===== src/rtl/i2c_stat_unit.sv =====
module i2c_stat_unit #(
  parameter int DW = 8
) (
  input  logic          clk,
  input  logic          rst_n,
  input  logic          ev_own_addr,
  input  logic          ev_gen_call,
  input  logic          ev_byte_done,
  input  logic          ev_stop,
  input  logic          ev_arb_lost,
  input  logic          ev_ack_smp,
  input  logic          ack_nack,
  input  logic          is_master,
  input  logic          is_slave_sel,
  input  logic          is_tx,
  input  logic          bus_busy,
  input  logic          ack_en,
  input  logic          gc_en,
  input  logic          stat_rd,
  output logic [7:0]    stat_q,
  output logic          irq,
  output logic          irq_stop,
  input  logic          dat_wr,
  input  logic [DW-1:0] dat_wdata,
  input  logic          shift_en,
  input  logic          shift_in,
  output logic          shift_out,
  output logic [DW-1:0] dat_q
);

  logic gc_f, stop_f, intr_f, kind_f, tx_f, bb_f, bl_f, nack_f, slv_f;
  logic [DW-1:0] dat_r;

  wire gc_hit   = ev_gen_call && gc_en && ack_en;
  wire stop_hit = ev_stop && is_slave_sel;
  wire ack_hit  = (ev_own_addr && ack_en) || gc_hit ||
                  (ev_byte_done && (is_master || is_slave_sel));

  always_ff @(posedge clk) begin
    if (!rst_n) begin
      gc_f <= 1'b0; stop_f <= 1'b0; intr_f <= 1'b0; kind_f <= 1'b0;
      tx_f <= 1'b0; bb_f <= 1'b0; bl_f <= 1'b0; nack_f <= 1'b0; slv_f <= 1'b0;
    end else begin
      tx_f  <= is_tx;
      bb_f  <= bus_busy;
      slv_f <= is_slave_sel;
      if (ev_ack_smp) nack_f <= ack_nack;

      if (ack_hit || stop_hit) intr_f <= 1'b1;
      else if (stat_rd)        intr_f <= 1'b0;

      if (stop_hit)     kind_f <= 1'b1;
      else if (ack_hit) kind_f <= 1'b0;

      if (gc_hit)       gc_f <= 1'b1;
      else if (stat_rd) gc_f <= 1'b0;

      if (stop_hit)     stop_f <= 1'b1;
      else if (stat_rd) stop_f <= 1'b0;

      if (ev_arb_lost)  bl_f <= 1'b1;
      else if (stat_rd) bl_f <= 1'b0;
    end
  end

  always_ff @(posedge clk) begin
    if (!rst_n)        dat_r <= '0;
    else if (dat_wr)   dat_r <= dat_wdata;
    else if (shift_en) dat_r <= {dat_r[DW-2:0], shift_in};
  end

  assign stat_q    = {gc_f, stop_f, intr_f, tx_f, bb_f, bl_f, nack_f, slv_f};
  assign irq       = intr_f;
  assign irq_stop  = intr_f & kind_f;
  assign dat_q     = dat_r;
  assign shift_out = dat_r[DW-1];


  own_addr_irq_chk: assert property (@(posedge clk) disable iff (!rst_n)
    ev_own_addr && ack_en |=> irq);


  gen_call_flag_chk: assert property (@(posedge clk) disable iff (!rst_n)
    ev_gen_call && gc_en && ack_en |=> stat_q[7] && irq);


  stop_ignored_chk: assert property (@(posedge clk) disable iff (!rst_n)
    !is_slave_sel && !stat_q[6] |=> !stat_q[6]);


  read_clear_chk: assert property (@(posedge clk) disable iff (!rst_n)
    stat_rd && !ev_own_addr && !ev_gen_call && !ev_byte_done && !ev_stop
    |=> !irq && !stat_q[7] && !stat_q[6]);


  read_race_chk: assert property (@(posedge clk) disable iff (!rst_n)
    stat_rd && ev_byte_done && (is_master || is_slave_sel) |=> irq);


  stop_kind_chk: assert property (@(posedge clk) disable iff (!rst_n)
    irq_stop |-> irq && stat_q[6]);


  shift_msb_chk: assert property (@(posedge clk) disable iff (!rst_n)
    shift_en && !dat_wr |=> dat_q == {$past(dat_q[DW-2:0]), $past(shift_in)});


  nack_load_chk: assert property (@(posedge clk) disable iff (!rst_n)
    ev_ack_smp |=> stat_q[1] == $past(ack_nack));

endmodule


===== config.mk =====
export PLATFORM = sky130hd
export DESIGN_NAME = i2c_stat_unit
export DESIGN_NICKNAME = d
export VERILOG_FILES = /design/src/rtl/i2c_stat_unit.sv
export SDC_FILE = /design/constraint.sdc
export NUM_CORES = 1
export LEC_CHECK = 0
export CORE_AREA = 2 2 50 52
export CTS_CLUSTER_SIZE = 28
export DETAILED_ROUTE_END_ITERATION = 8
export DIE_AREA = 0 0 52 54
export HOLD_SLACK_MARGIN = 0.15
export PLACE_DENSITY = 0.81
export REMOVE_ABC_BUFFERS = 1
export SLEW_MARGIN = 20
export SYNTH_ARGS = -nofsm -noshare
export SYNTH_HDL_FRONTEND = slang
export SYNTH_SLANG_ARGS = --single-unit
export TNS_END_PERCENT = 10

===== constraint.sdc =====
create_clock -name clk -period 0.8 [get_ports clk]
set_input_delay 0.08 -clock clk [delete_from_list [all_inputs] [get_ports clk]]
set_output_delay 0.08 -clock clk [all_outputs]
set_load 0.1 [all_outputs]

## Yosys cells after proc, flatten, opt, wreduce, memory -nomap -nowiden

Index checks and enable logic that the tools add are counted.

| storage, ports and cells | value |
|---|---|
| word-level logic and storage cells | 35 |
| bits in registers | 17 |

| operators by class | value |
|---|---|
| reduce and logical (&&, ||, !) cells | 15 |
| muxes and demuxes | 9 |
| bitwise logic cells | 1 |

Operators with widths:

| cell | number |
|---|---|
| $mux 8 | 2 |
| $reduce_bool 2->1 | 6 |
| $mux 1 | 7 |
| $logic_and 1x1->1 | 5 |
| $logic_or 1x1->1 | 4 |
| $and 1x1->1 | 1 |

## Longest topological paths before layout

| logic depth | value |
|---|---|
| depth in word-level cells | 6 |
| mapped depth | 4 |
| gate-level depth less buffers | 3 |

## Worst setup path after synthesis

OpenSTA, ideal clock, no wires.

| timing path | value |
|---|---|
| path type | reg2out |
| start | register intr_f (netlist: irq) |
| end | output port irq_stop |
| required time | 720 ps |
| path buffers | 0 |
| data arrival time | 1820 ps |
| slack | -1100 ps |
| stages on the path, launching flop included | 2 |
| path through | dfxtp_1 -> and2_1 |

| between the ends | value |
|---|---|
| longest elaborated chain between the ends | 1 |

Ends and longest elaborated chain:

| what | RTL line | source |
|---|---|---|
| start: declaration | 31 | `logic gc_f, stop_f, intr_f, kind_f, tx_f, bb_f, bl_f, nack_f, slv_f;` |
| start signal: assignment | 41 | `gc_f <= 1'b0; stop_f <= 1'b0; intr_f <= 1'b0; kind_f <= 1'b0;` |
| start signal: assignment | 49 | `if (ack_hit \|\| stop_hit) intr_f <= 1'b1;` |
| start signal: assignment | 50 | `else if (stat_rd) intr_f <= 1'b0;` |
| $and 1x1->1 | 74 | `assign irq_stop = intr_f & kind_f;` |
| end: declaration | 22 | `output logic irq_stop,` |

No other way between the ends.

## Final worst setup path

Ends and elaborated chain as after synthesis.

==> flow_summary.ini <==
[finish]
area_delta_synth_final_pct = 106
diodes = 0
nets = 164
drive_above_1_share_pct = 43.4

[synth]
yosysSeqAreaShare_pct = 44.2
ys_warn_count = 0
synth_enable_flop_cells = 0
synth_most_common_cell = dfxtp_1
synth_area_um2 = 769
synth_top_area_share_pct = 44.2
synthFlopType = dfxtp_1
synth_top_area_cell = dfxtp_1
syn-instance-count = 83
synth_common_cells = dfxtp_1, and2_1, buf_4, mux2i_1, nand2_1
synth_cell_type_count = 17
syn_avg_cell_area_um2 = 9.27
ys_seq_elements = 17
ys_async_sr_fraction_pct = 0
synthTopCellsByArea = dfxtp_1, mux2i_1, and2_1, buf_4, o21ai_1

[clock_tree]
cts_buffers = 3
cts_tree = built
root_buffer = clkbuf_4
worst_skew_pair.late_latency_ps = 280
cts.path.max_buffers = 2
holdBufCountCts = 0
cts_sinks = 17
cts-htree-levels = 1
clkTransAtPathRegs_ps = 90

[power_and_ir_drop]
p_seq_share_pct = 39.2
powerDensity_mw_per_mm2 = 1530
clockPowerShare_pct = 18.2
power.leakage_uw = 0.000678
p_switching_uw = 868
power_frac_comb_pct = 42.6
max-vdd-ir-drop_v = 0.000941
netSwitchingFraction_pct = 35.7
power.internal_uw = 1560
power_uw = 2430

[grt]
grt_pass1_vias = 791
overflow = 0
track_usage_pct = 17.4
antenna_found_initial = 0
grt_pass1_wl_um = 3600
grt_max_degree = 17

[worst_hold_path]
min_to = kind_f$_SDFFE_PN0P_
min_from = rst_n
whs_path_depth = 3
hold_path_class = primary input to flip-flop

[worst_setup_path]
r2r-start = dat_q[3]$_SDFFE_PN0P_
arrival_ps = 940
path_buf_inv = 1
crit_fanout = 3
path_class = flip-flop to primary output
endpoint_kind = primary output
cp.required_ps = 720
max_stage_delay_ps = 350
reg2reg_depth = 4
rr_endpoint = dat_q[3]$_SDFFE_PN0P_
reg2reg_setup_slack_ps = -170
cpLargestDelayFamily = flip-flops
start_kind = flip-flop
path_cells = and2_4 -> buf_12
slowest_stage = dfxtp_2

[timing]
fin_crit_sh_pct = 127
worst_pin_slew_ps = 289
period_needed_ps = 1020
rsz0062_at_grt = true
final.setup_skew_ps = 6.93
setup_ws_ps = -215
max_freq_ghz = 0.985
finalMaxSlewViolations = 0
whs_ps = 314
slew_headroom_pct = 80.7
setup-violations-final = 27
final_hold_viol_count = 0

[run_status]
outcome = complete, but fails checks
violations = setup timing

[routing]
avgViaCountPerCell = 4.63
vias = 768
drt_iter0_drc = 3
remaining_drc_errors = 0
firstDrtPassIters = 3
ant_nets = 0
drt_wl_total_um = 2240
wire_per_inst_um = 13.5

[floorplanning]
die_h_um = 54
die_w_um = 52
core_mm2 = 0.00232
start_util_pct = 33.2
row_count = 18
die_area_mm2 = 0.00281
io-pin-count = 46

[placed_design]
gp_congestion = 0.704
place_ws_ps = -513
port_buffers = 45
hpwlAfterDp_um = 1780

[flow_run]
drv_cap = 0
cells in the final DEF, fill, tap and decap left out, drive strengths merged:
master,n
nor2,1
inv,2
a22oi,1
and2,12
mux2i,9
o22ai,1
o21a,1
clkdlybuf4s50,23
nor2b,5
clkbuf,4
dfxtp,17
o21ai,8
a32oi,1
dlygate4sd2,3
nand2,9
a21oi,3
buf,35
o2bb2ai,1
metal layers:
layer  part of all wire (%)  up-vias  global-route usage [%]  wire length, µm
li1                       -      378                       -                -
met1                     41      357                    19.4              914
met2                     51       29                    32.9             1150
met3                    6.7        4                    4.44              151
met4                    1.3        0                    3.95               28
met5                      0        -                       0                0
metrics by stage:
step	area, µm²	setup TNS, ps	std cells	util, %
2_1_floorplan	676	-16680	71	-
5_1_grt	1590	-4450	166	68.4
3_3_place_gp	1480	-5850	160	64.0
6_report	1590	-3410	166	68.4
3_5_place_dp	1480	-6510	160	64.0
4_1_cts	1570	-3460	166	67.7
tightest hold or removal path: stages:
cell,delay (ps)
dlygate4sd2_1,330
nand2_1,100
o2bb2ai_1,50
area by class of cell:
| cell class | count | area (µm²) |
|---|---|---|
| flip-flops and latches | 17 | 364 |
| multi-input cells | 52 | 344 |
| inverters | 2 | 7.51 |
| clock buffers | 4 | 26.3 |
| fillers | 166 | 732 |
| well taps | 30 | 37.5 |
| repair buffers | 61 | 808 |
how the worst max path moves through the flow:
stage | from | to | slack (ps) | depth (start not counted)
global placement | shift_en | dat_q[1]$_SDFFE_PN0P_ | -440 | 5
global route | irq$_SDFFE_PN0P_ | irq_stop | -250 | 2
CTS | irq$_SDFFE_PN0P_ | irq_stop | -220 | 2
detailed placement | shift_en | dat_q[3]$_SDFFE_PN0P_ | -510 | 5
finish | irq$_SDFFE_PN0P_ | irq_stop | -220 | 2
floorplan | irq$_SDFFE_PN0P_ | irq_stop | -1770 | 1
what timing repair did:
item | CTS | global route
endpoints found under the setup margin | 33 | 29
gates resized for setup | 27 | 5
pin swaps | 2 | 0
buffers inserted | 2 | 0
sequential cells by signal, summed over array words and instances, names as in the netlist:
| register | cells |
|---|---|
| kind_f | 1 |
| gc_f | 1 |
| bl_f | 1 |
| nack_f | 1 |
| slv_f | 1 |
| dat_q | 8 |
| stop_f | 1 |
| irq | 1 |
| tx_f | 1 |
| bb_f | 1 |
power by group through the flow:
stage               clock network (µW)  registers, µW  logic (µW)
CTS                                453            953        1030
detailed placement                   0            962        1010
finish                             442            953        1040
floorplan                            0           1330         112
global route                       498            959        1080
global placement                     0            955         991
kinds of logic after synthesis:
group	synth area share [%]
AOI/OAI and AO/OA	12.2
buffers and inverters	13.2
and+or+nand+nor	18.7
muxes	11.7
DFF	44.2
Note: power is estimated with default switching activity, not from simulation.
